$ cat src/rtl/hs_mon_pkg.sv
package hs_mon_pkg;

   // Bus lines after inversion: 1 means asserted.
   typedef struct packed {
      logic cyc;
      logic ini;
      logic tgt;
      logic stp;
      logic clm;
   } hs_bus_t;

   typedef enum int unsigned {
      ERR_TGT = 0,
      ERR_INI = 1,
      ERR_CYC = 2
   } hs_err_e;

   localparam int unsigned NUM_ERR = 3;

   function automatic hs_bus_t hs_decode(input logic cyc_l, input logic ini_l,
                                         input logic tgt_l, input logic stp_l,
                                         input logic clm_l);
      hs_bus_t b;
      b.cyc = ~cyc_l;
      b.ini = ~ini_l;
      b.tgt = ~tgt_l;
      b.stp = ~stp_l;
      b.clm = ~clm_l;
      return b;
   endfunction

endpackage

$ cat src/rtl/hs_sampler.sv
module hs_sampler
   import hs_mon_pkg::*;
#(
   parameter int unsigned STAGES = 0
) (
   input  logic    clk,
   input  logic    rst_n,
   input  hs_bus_t raw_i,
   output hs_bus_t smp_o
);

   generate
      if (STAGES == 0) begin : g_direct
         assign smp_o = raw_i;
      end else begin : g_pipe
         hs_bus_t pipe [STAGES];
         always_ff @(posedge clk or negedge rst_n) begin
            if (!rst_n) begin
               for (int i = 0; i < int'(STAGES); i++) pipe[i] <= '0;
            end else begin
               pipe[0] <= raw_i;
               for (int i = 1; i < int'(STAGES); i++) pipe[i] <= pipe[i-1];
            end
         end
         assign smp_o = pipe[STAGES-1];
      end
   endgenerate

endmodule

$ cat src/rtl/hs_phase_tracker.sv
module hs_phase_tracker
   import hs_mon_pkg::*;
(
   input  logic               clk,
   input  logic               rst_n,
   input  hs_bus_t            bus_i,
   output logic               xfer_o,
   output logic               done_last_o,
   output logic [NUM_ERR-1:0] viol_o
);

   logic tgt_cmt_q, ini_cmt_q, fin_pend_q;
   logic p_tgt_q, p_stp_q, p_clm_q;
   logic done, idle, tgt_moved;

   assign done      = bus_i.ini & (bus_i.tgt | bus_i.stp);
   assign idle      = ~bus_i.cyc & ~bus_i.ini;
   assign tgt_moved = (bus_i.tgt != p_tgt_q) | (bus_i.stp != p_stp_q) |
                      (bus_i.clm != p_clm_q);

   assign xfer_o      = bus_i.ini & bus_i.tgt;
   assign done_last_o = done & ~bus_i.cyc;

   always_comb begin
      viol_o          = '0;
      viol_o[ERR_TGT] = tgt_cmt_q & tgt_moved;
      viol_o[ERR_INI] = ini_cmt_q & ~bus_i.ini;
      viol_o[ERR_CYC] = fin_pend_q & bus_i.cyc;
   end

   always_ff @(posedge clk or negedge rst_n) begin
      if (!rst_n) begin
         tgt_cmt_q  <= 1'b0;
         ini_cmt_q  <= 1'b0;
         fin_pend_q <= 1'b0;
         p_tgt_q    <= 1'b0;
         p_stp_q    <= 1'b0;
         p_clm_q    <= 1'b0;
      end else begin
         p_tgt_q <= bus_i.tgt;
         p_stp_q <= bus_i.stp;
         p_clm_q <= bus_i.clm;
         if (idle || done) begin
            tgt_cmt_q  <= 1'b0;
            ini_cmt_q  <= 1'b0;
            fin_pend_q <= 1'b0;
         end else begin
            tgt_cmt_q  <= tgt_cmt_q | bus_i.tgt | bus_i.stp;
            ini_cmt_q  <= ini_cmt_q | bus_i.ini;
            fin_pend_q <= fin_pend_q | (~bus_i.cyc & bus_i.ini);
         end
      end
   end

endmodule

$ cat src/rtl/hs_err_flags.sv
module hs_err_flags #(
   parameter int unsigned N      = 3,
   parameter bit          STICKY = 1'b1
) (
   input  logic         clk,
   input  logic         rst_n,
   input  logic         clr_i,
   input  logic [N-1:0] viol_i,
   output logic [N-1:0] flag_o
);

   generate
      if (STICKY) begin : g_sticky
         always_ff @(posedge clk or negedge rst_n) begin
            if (!rst_n)     flag_o <= '0;
            else if (clr_i) flag_o <= '0;
            else            flag_o <= flag_o | viol_i;
         end
      end else begin : g_pulse
         always_ff @(posedge clk or negedge rst_n) begin
            if (!rst_n)     flag_o <= '0;
            else if (clr_i) flag_o <= '0;
            else            flag_o <= viol_i;
         end
      end
   endgenerate

endmodule

$ cat src/rtl/hs_phase_monitor.sv
module hs_phase_monitor
   import hs_mon_pkg::*;
#(
   parameter int unsigned IN_STAGES = 0,
   parameter bit          STICKY    = 1'b1
) (
   input  logic clk,
   input  logic rst_n,
   input  logic clr_i,
   input  logic cyc_l,
   input  logic ini_rdy_l,
   input  logic tgt_rdy_l,
   input  logic tgt_stop_l,
   input  logic tgt_claim_l,
   output logic xfer_o,
   output logic last_o,
   output logic err_tgt_o,
   output logic err_ini_o,
   output logic err_cyc_o
);

   localparam int unsigned MAX_STAGES = 4;

   generate
      if (IN_STAGES > MAX_STAGES) begin : g_bad_stages
         $error("hs_phase_monitor: IN_STAGES above supported maximum");
      end
   endgenerate

   hs_bus_t            raw_bus, smp_bus;
   logic               xfer_c, last_c;
   logic [NUM_ERR-1:0] viol, flags;

   assign raw_bus = hs_decode(cyc_l, ini_rdy_l, tgt_rdy_l, tgt_stop_l, tgt_claim_l);

   hs_sampler #(.STAGES(IN_STAGES)) u_smp (
      .clk   (clk),
      .rst_n (rst_n),
      .raw_i (raw_bus),
      .smp_o (smp_bus)
   );

   hs_phase_tracker u_trk (
      .clk         (clk),
      .rst_n       (rst_n),
      .bus_i       (smp_bus),
      .xfer_o      (xfer_c),
      .done_last_o (last_c),
      .viol_o      (viol)
   );

   hs_err_flags #(.N(NUM_ERR), .STICKY(STICKY)) u_err (
      .clk    (clk),
      .rst_n  (rst_n),
      .clr_i  (clr_i),
      .viol_i (viol),
      .flag_o (flags)
   );

   always_ff @(posedge clk or negedge rst_n) begin
      if (!rst_n) begin
         xfer_o <= 1'b0;
         last_o <= 1'b0;
      end else begin
         xfer_o <= xfer_c;
         last_o <= last_c;
      end
   end

   assign err_tgt_o = flags[ERR_TGT];
   assign err_ini_o = flags[ERR_INI];
   assign err_cyc_o = flags[ERR_CYC];

endmodule

$ cat config.mk
export PLATFORM = sky130hd
export DESIGN_NAME = hs_phase_monitor
export DESIGN_NICKNAME = d
export VERILOG_FILES = /design/src/rtl/hs_mon_pkg.sv /design/src/rtl/hs_sampler.sv /design/src/rtl/hs_phase_tracker.sv /design/src/rtl/hs_err_flags.sv /design/src/rtl/hs_phase_monitor.sv
export SDC_FILE = /design/constraint.sdc
export NUM_CORES = 1
export LEC_CHECK = 0
export BUFFER_PORTS_ARGS = -buffer_cell sky130_fd_sc_hd__buf_4
export CAP_MARGIN = 25
export CORE_AREA = 2 2 39 41
export DETAILED_ROUTE_END_ITERATION = 16
export DIE_AREA = 0 0 41 43
export GPL_ROUTABILITY_DRIVEN = 0
export PLACE_DENSITY = 0.58
export REMOVE_ABC_BUFFERS = 1
export SKIP_CTS_REPAIR_TIMING = 1
export SLEW_MARGIN = 20
export SYNTH_ARGS = -nofsm -noshare
export SYNTH_HDL_FRONTEND = slang
export SYNTH_SLANG_ARGS = --single-unit
export TNS_END_PERCENT = 50
$ cat constraint.sdc
create_clock -name clk -period 1.9 [get_ports clk]
set_input_delay 0.38 -clock clk [delete_from_list [all_inputs] [get_ports clk]]
set_output_delay 0.38 -clock clk [all_outputs]
set_load 0.05 [all_outputs]
==> results.md, run 1 <==
- Detailed-route via count: between 200 and 300
- Worst Tran Pin Value: 201 ps
- Kind of critical path: reg2out
- Input/output buffers: 12
- Row count: 14
- Critical path cell sequence: buf_4
- DP Area: 526 um2
- Comb power frac: 0.164
- # DRC: 0
- Pin count of the biggest net entering global routing: 12
- Crit path buf inv count: 1
- Crit-path max FO: 3
- Family with the most delay on the worst path: flip-flops
- Syn. warnings: 0
- Final hold violations: 0
- Post-route minimum period: ~1200 ps
- Initial Utilization: 0.300
- Worst reg2reg path depth: 2
- Syn-to-layout area delta: 35.2%
- Ratio of cells with drive above 1 in the final layout: 0.314
- Post-Syn Area: ~420 um2
- Class of the worst hold path: in2reg
- Type of origin of the critical path: flop
- Worst reg2reg path startpoint: u_trk.tgt_cmt_q$_DFF_PN0_
- Sequential share of the synthesized area: 0.663
- RSZ-0062 raised after global routing: false
- Sum Neg Setup Slack: 0 ps
- WP data arrival: ~860 ps
- Cells after Synth: 34
- Slew margin rel.: 0.865
- Final Max Tran Viols: 0
- Die X: roughly 41 um
- Clock buffer count from CTS: 3
- Lkg Pwr: ~0.00028 uW
- Fin crit share: 0.650
- Avg WL per Cell: between 10 and 15 um
- Reg power frac: 0.519
- Pwr per Cell Area: 879 nW/um2
- Cell depth of the worst setup path: 1
- Required @ worst endpoint: between 1500 and 2000 ps
- Final #Nets: 60
- CP Capture Point: err_tgt_o
- Die area: 1760 um2
- CTS tree: built
- Sink Count: 11
- CTS clk-pin slew, worst paths: roughly 70 ps
- Later-pin clock latency in the skew report: 260 ps
- Clock Skew: between 0.2 and 0.25 ps
- First-pass GRT wire length: 1220 um
- Avg Inst Size Synth: 12.2 um2
- Number of DRC markers in iteration 0: 0
- Setup ws final: between 600 and 700 ps
- All-Layer GR Usage: 0.108
- Worst R2R Setup Slack: 1100 ps
- Sw Pwr: between 100 and 150 uW
- Post-synth cell types: 13
- Height of the chip: around 43 um
- Filler cells: approximately 150
- 1st-pass router iterations: 1
- MaxCap Viol Count: 0
- Slowest stage cell, crit path: dfrtp_1
- Peak Freq: a little over 0.8 GHz
- DP Wirelength: 546 um
- Inserted Diodes: 0
- Post-route ant nets: 0
- FF+latch count, synth: 11
- Root Driver: clkbuf_4
- Number of global-route vias before repair: between 300 and 400
- Multi-input gate area: 121 um2
- DP Worst Slack: 943 ps
- Final Cell Area: 562 um2
- Switching Share: 0.267
- Core box area: roughly 1400 um2
- Crit path capture type: output port
- WL final: roughly 700 um
- Initial antenna violation count: 0
- Finished Layout Cells: 67
- Max Buffers Root-to-Sink: 2
- Clock group share of total power: 0.317
- R2R Path End: u_trk.tgt_cmt_q$_DFF_PN0_
- CP peak stage delay: approximately 400 ps
- Top Ports: 13
- Placed Cells: 62
- Sequential cell area: roughly 280 um2
- Status: finished, final reports clean
- Final setup fails: 0
- Total gr overflow: 0
- Crit path from: u_err.flag_o[0]$_DFF_PN0_
- Via/cell ratio: 4.37
- H-Tree Depth: 1
- VDD IR-drop max: between 300 and 400 uV
- Design internal power: ~360 uW
[kinds of logic after synthesis]
group                     Yosys count  share of synthesized area
AOI/OAI and AO/OA                   8                      0.130
xor gates and xnor gates            3                     0.0633
DFF                                11                      0.663
buffers and inverters               5                     0.0452
and+or+nand+nor                     7                     0.0994
[cell usage after synthesis, drive strengths merged]
cell type  count  area share
inv            5       0.045
a41oi          1       0.021
nand2b         1       0.015
o31ai          1       0.018
a21oi          3       0.036
dfrtp         11        0.66
o21bai         1       0.018
and3b          1       0.021
nand3b         1       0.018
nor2           3       0.027
and2           1       0.018
xor2           3       0.063
a211oi         2       0.036
[state kept, by name, summed over array words and instances (netlist names)]
register and cells:
u_trk.p_clm_q 1, u_trk.tgt_cmt_q 1, xfer_o 1, u_trk.fin_pend_q 1, last_o 1, u_trk.p_stp_q 1, u_err.flag_o 3, u_trk.ini_cmt_q 1
u_trk.p_tgt_q 1
[per-stage QoR]
step                power (uW)  hold WS (ps)   util
global route               514           273  0.406
finish                     494           263  0.406
global placement           341           222  0.380
CTS                        499         -67.3  0.399
floorplan                  304          84.4      -
detailed placement         342           221  0.380
[worst min-delay path by stage]
stage / from / end / slack (ps) / depth (start not counted)
floorplan: rst_n / last_o$_DFF_PN0_ / 80 / 0
global placement: rst_n / u_err.flag_o[2]$_DFF_PN0_ / 220 / 1
detailed placement: rst_n / u_err.flag_o[2]$_DFF_PN0_ / 220 / 1
CTS: rst_n / u_err.flag_o[0]$_DFF_PN0_ / -70 / 1
global route: tgt_claim_l / u_trk.p_clm_q$_DFF_PN0_ / 270 / 2
finish: tgt_claim_l / u_trk.p_clm_q$_DFF_PN0_ / 260 / 2
[cell type report]
type                       instances  area share
inverter                           5      0.0334
timing repair buffer              13       0.178
sequential                        11       0.490
clock buffer                       4      0.0468
tap                               16      0.0356
multi-input combinational         18       0.216
[placed cells by master, fill, tap and decap left out]
cell,n
dlygate4sd3_1,1
nand2b_1,1
o21bai_1,1
a21oi_1,3
nand3b_1,1
dfrtp_1,11
a211oi_1,2
xor2_1,3
and3b_1,1
o31ai_1,1
clkbuf_4,3
a41oi_1,1
nor2_1,3
and2_2,1
clkbuf_1,1
buf_4,12
inv_1,5
[power by group through the flow]
stage / registers, uW / logic, uW / clock network, uW
after global placement: 261 / 80.2 / 0
after CTS: 257 / 80.5 / 162
after floorplan: 284 / 19.6 / 0
after detailed placement: 261 / 80.3 / 0
after global routing: 259 / 90.2 / 165
final: 257 / 80.9 / 156
[layer usage]
metal,GRT usage,up-vias,part of all wire
met3,0.0314,2,0.063
met5,0,-,0
met1,0.149,136,0.50
met4,0.0800,0,0.0084
met2,0.138,9,0.43
li1,-,146,-
Power figures use the tool's default switching activity.
==> run 2, diff against run 1 <==
==> constraint.sdc (replaced) <==
create_clock -name clk -period 1.2 [get_ports clk]
set_input_delay 0.24 -clock clk [delete_from_list [all_inputs] [get_ports clk]]
set_output_delay 0.24 -clock clk [all_outputs]
set_load 0.05 [all_outputs]
==> run 2 against run 1 <==
Against the previous run:
- setup slack got worse by 560 ps
- global-route usage increased by 0.94 points
- non-clock buffer count did not move
- hold slack worse by 140 ps
- largest power group unchanged
- first-iteration DRC count grew 10
- sequential cell count unchanged
- sequential power up 58%
- core utilization unchanged
- via count rose by 4.8%
- wire length is 12% higher
- clock skew hardly changed
- combinational power increased by 59%
==> results.md, run 2 (synthesized netlist as in run 1, its figures left out) <==
- Fin crit share: 0.915
- Critical path cell sequence: buf_4
- Crit-path max FO: 3
- Max Buffers Root-to-Sink: 2
- Peak Freq: just over 0.9 GHz
- Lkg Pwr: approximately 0.00028 uW
- Avg WL per Cell: around 12 um
- Final setup fails: 0
- WL final: about 800 um
- Crit path buf inv count: 1
- Clock group share of total power: 0.323
- Comb power frac: 0.163
- DP Wirelength: roughly 540 um
- Total gr overflow: 0
- Largest register FFs: 3
- Post-route minimum period: roughly 1100 ps
- Detailed-route via count: between 300 and 400
- Sequential cell area: between 200 and 300 um2
- MaxCap Viol Count: 0
- Min-delay src: tgt_claim_l
- Commonest non-fill, non-tap cell in the layout: buf_4
- DP Worst Slack: about 380 ps
- First-pass GRT wire length: between 1000 and 1500 um
- H-Tree Depth: 1
- WP data arrival: roughly 860 ps
- Switching Share: 0.275
- Family with the most delay on the worst path: flip-flops
- Status: finished, final reports clean
- Class of the worst hold path: in2reg
- CP peak stage delay: roughly 400 ps
- Ratio of cells with drive above 1 in the final layout: 0.314
- 1st-pass router iterations: 4
- Design internal power: approximately 570 uW
- Top reg by flops: u_err.flag_o
- Number of DRC markers in iteration 0: 10
- All-Layer GR Usage: 0.117
- Root Driver: clkbuf_4
- Crit path from: u_err.flag_o[0]$_DFF_PN0_
- Multi-input gate area: around 120 um2
- Die area: ~1800 um2
- Core box area: 1380 um2
- Height of the chip: ~43 um
- CTS clk-pin slew, worst paths: 70 ps
- Syn-to-layout area delta: 35.2%
- Setup ws final: approximately 100 ps
- Slew margin rel.: 0.841
- Worst Tran Pin Value: 239 ps
- Kind of critical path: reg2out
- Initial antenna violation count: 0
- # DRC: 0
- Type of origin of the critical path: flop
- Later-pin clock latency in the skew report: between 200 and 300 ps
- Via/cell ratio: approximately 4.6
- Pin count of the biggest net entering global routing: 12
- Input/output buffers: 12
- Clock buffer count from CTS: 3
- Pwr per Cell Area: around 1400 nW/um2
- Filler cells: approximately 140
- Post-route ant nets: 0
- Row count: 14
- Slowest stage cell, crit path: dfrtp_1
- Final #Nets: 60
- Crit path capture type: output port
- Most frequent cells in the layout: buf_4 (12), dfrtp_1 (11), inv_1 (5)
- Required @ worst endpoint: about 960 ps
- Final Max Tran Viols: 0
- Sink Count: 11
- Worst reg2reg path startpoint: u_trk.p_clm_q$_DFF_PN0_
- Inserted Diodes: 0
- Die X: around 41 um
- Top Ports: 13
- Sw Pwr: between 200 and 250 uW
- CTS tree: built
- Sum Neg Setup Slack: 0 ps
- Number of global-route vias before repair: ~310
- Initial Utilization: 0.300
- Clock Skew: around 0.11 ps
- RSZ-0062 raised after global routing: false
- Final hold violations: 0
- VDD IR-drop max: a little over 500 uV
- Reg power frac: 0.514
[run 2: worst paths after layout]
path,endpoint,slack [ps],depth (start not counted)
setup reg to reg,u_err.flag_o[0]$_DFF_PN0_,400,2
hold reg to reg,u_err.flag_o[2]$_DFF_PN0_,510,2
hold / removal,u_trk.p_clm_q$_DFF_PN0_,120,2
min in group asynchronous,u_err.flag_o[0]$_DFF_PN0_,340,2
setup / recovery,err_tgt_o,100,1
max in group asynchronous,u_trk.ini_cmt_q$_DFF_PN0_,720,2
[run 2: layer usage]
metal,track usage,routed length (um)
met5,0,0
met2,0.159,378
met4,0.100,8
met1,0.146,358
met3,0.0314,49
[run 2: layout make-up]
type,instances,area share
Sequential cell,11,0.490
Multi-Input combinational cell,18,0.216
Timing Repair Buffer,13,0.178
Clock buffer,4,0.0468
Tap cell,16,0.0356
Inverter,5,0.0334
[run 2: power by group through the flow]
stage	Sequential, uW	Combinational [uW]	Clock [uW]
floorplan	450	31.1	0
global placement	413	127	0
detailed placement	414	127	0
CTS	407	128	261
global route	410	143	269
finish	406	129	256
[run 2: per-stage QoR]
step / hold WS (ps) / util / power [uW] / instances / area [um2]
global route: 125 / 0.406 / 821 / 67 / 562
CTS: -211 / 0.399 / 796 / 66 / 552
floorplan: -55.6 / - / 481 / 34 / 415
detailed placement: 81.7 / 0.380 / 541 / 62 / 526
finish: 121 / 0.406 / 791 / 67 / 562
global placement: 81.6 / 0.380 / 540 / 62 / 526
==> run 3, diff against run 2 <==
--- a/config.mk
+++ b/config.mk
@@ -12,6 +12,7 @@
 export DIE_AREA = 0 0 41 43
 export GPL_ROUTABILITY_DRIVEN = 0
 export PLACE_DENSITY = 0.58
+export RECOVER_POWER = 25
 export REMOVE_ABC_BUFFERS = 1
 export SKIP_CTS_REPAIR_TIMING = 1
 export SLEW_MARGIN = 20
==> run 3 against run 2 <==
Against the previous run:
- fmax is essentially flat
- setup slack is essentially flat
- combinational power shrank 5%
- global-route usage is the same
- first-iteration DRC count is the same
- final area shrank 2.7%
- clock-buffer cell count is the same
- critical path type unchanged
- critical endpoint unchanged
- largest cell class unchanged
==> results.md, run 3 (synthesized netlist as in run 1, its figures left out) <==
- Worst reg2reg path depth: 2
- Final setup fails: 0
- All-Layer GR Usage: 0.117
- Initial Utilization: 0.300
- Post-route minimum period: 1100 ps
- Crit path capture type: output port
- Most frequent cells in the layout: dfrtp_1 (11), buf_4 (8), inv_1 (5), clkbuf_1 (5)
- Uppermost layer routed: met4
- Via/cell ratio: around 4.6
- 1st-pass router iterations: 4
- Root Driver: clkbuf_4
- Slowest stage cell, crit path: dfrtp_1
- Die area: between 1500 and 2000 um2
- Syn-to-layout area delta: 31.6%
- Required @ worst endpoint: roughly 960 ps
- CTS tree: built
- Sum Neg Setup Slack: 0 ps
- First-pass GRT wire length: between 1000 and 1500 um
- Hold Path End: u_err.flag_o[2]$_DFF_PN0_
- Final Max Tran Viols: 0
- Peak Freq: ~0.9 GHz
- R2R Path End: u_err.flag_o[0]$_DFF_PN0_
- Die X: 41 um
- MaxCap Viol Count: 0
- Design internal power: ~570 uW
- H-Tree Depth: 1
- Input/output buffers: 12
- DP Worst Slack: 381 ps
- Hold Path Depth: 2
- Number of global-route vias before repair: a little over 300
- VDD IR-drop max: roughly 510 uV
- Type of origin of the critical path: flop
- Inserted Diodes: 0
- Filler cells: 141
- Number of DRC markers in iteration 0: 10
- Met2 wire len: about 380 um
- Post-route ant nets: 0
- DP Wirelength: roughly 540 um
- Row count: 14
- Routed met1 length: ~360 um
- Min-delay src: clr_i
- Max Buffers Root-to-Sink: 2
- Multi-input gate area: 121 um2
- Top reg by flops: u_err.flag_o
- Critical path cell sequence: buf_4
- CP peak stage delay: roughly 400 ps
- Ratio of cells with drive above 1 in the final layout: 0.235
- Sequential cell area: approximately 280 um2
- # DRC: 0
- Worst Tran Pin Value: approximately 570 ps
- Sw Pwr: between 200 and 250 uW
- Fin crit share: 0.916
- Clock group share of total power: 0.326
- RSZ-0062 raised after global routing: false
- Worst reg2reg path startpoint: u_trk.p_tgt_q$_DFF_PN0_
- WP data arrival: roughly 860 ps
- CTS clk-pin slew, worst paths: around 70 ps
- Pwr per Cell Area: roughly 1400 nW/um2
- Pin count of the biggest net entering global routing: 12
- Kind of critical path: reg2out
- Family with the most delay on the worst path: flip-flops
- Worst R2R Setup Slack: 390 ps
- Commonest non-fill, non-tap cell in the layout: dfrtp_1
- Crit-path max FO: 3
- Switching Share: 0.277
- Height of the chip: ~43 um
- Initial antenna violation count: 0
- Core box area: roughly 1400 um2
- Lkg Pwr: between 0.0002 and 0.0003 uW
- Status: finished, final reports clean
- Avg WL per Cell: between 10 and 15 um
- Largest register FFs: 3
- Met3 wire len: about 50 um
- Later-pin clock latency in the skew report: between 200 and 300 ps
- Total gr overflow: 0
- Reg power frac: 0.518
- Setup ws final: ~100 ps
- Top Ports: 13
- Final #Nets: 60
- Sink Count: 11
- Comb power frac: 0.157
- Class of the worst hold path: in2reg
- Final hold violations: 0
- Clock buffer count from CTS: 3
- Slew margin rel.: 0.622
- Detailed-route via count: slightly above 300
- Crit path buf inv count: 1
- Clock Skew: 0.103 ps
- WL final: around 800 um
run 3: metrics by stage:
step | cells | total power, uW | hold slack, ps | area [um2] | util
finish | 67 | 785 | 138 | 547 | 0.395
global route | 67 | 815 | 143 | 547 | 0.395
CTS | 66 | 796 | -211 | 552 | 0.399
detailed placement | 62 | 541 | 81.7 | 526 | 0.380
global placement | 62 | 540 | 81.6 | 526 | 0.380
floorplan | 34 | 481 | -55.6 | 415 | -
run 3: layout make-up:
cell class                      count  area share
Clock buffer                        4      0.0481
Tap cell                           16      0.0366
Inverter                            5      0.0343
Timing Repair Buffer               13       0.156
Sequential cell                    11       0.503
Multi-Input combinational cell     18       0.222
run 3: worst max path at each step:
stage / endpoint / cells after the start / start
6_report: err_tgt_o / 1 / u_err.flag_o[0]$_DFF_PN0_
5_1_grt: err_tgt_o / 1 / u_err.flag_o[0]$_DFF_PN0_
4_1_cts: err_tgt_o / 1 / u_err.flag_o[0]$_DFF_PN0_
3_5_place_dp: u_err.flag_o[0]$_DFF_PN0_ / 3 / tgt_rdy_l
3_3_place_gp: u_err.flag_o[0]$_DFF_PN0_ / 3 / tgt_rdy_l
2_1_floorplan: u_err.flag_o[0]$_DFF_PN0_ / 2 / u_err.flag_o[0]$_DFF_PN0_
run 3: per-layer routing:
layer | track usage | up-vias
met5 | 0 | -
met4 | 0.100 | 0
met3 | 0.0314 | 2
met2 | 0.159 | 11
met1 | 0.146 | 148
li1 | - | 147
run 3: power groups by stage:
stage	registers [uW]	logic, uW	clock network (uW)
after global routing	410	137	269
after CTS	407	128	261
after detailed placement	414	127	0
after floorplan	450	31.1	0
final	406	123	256
after global placement	413	127	0
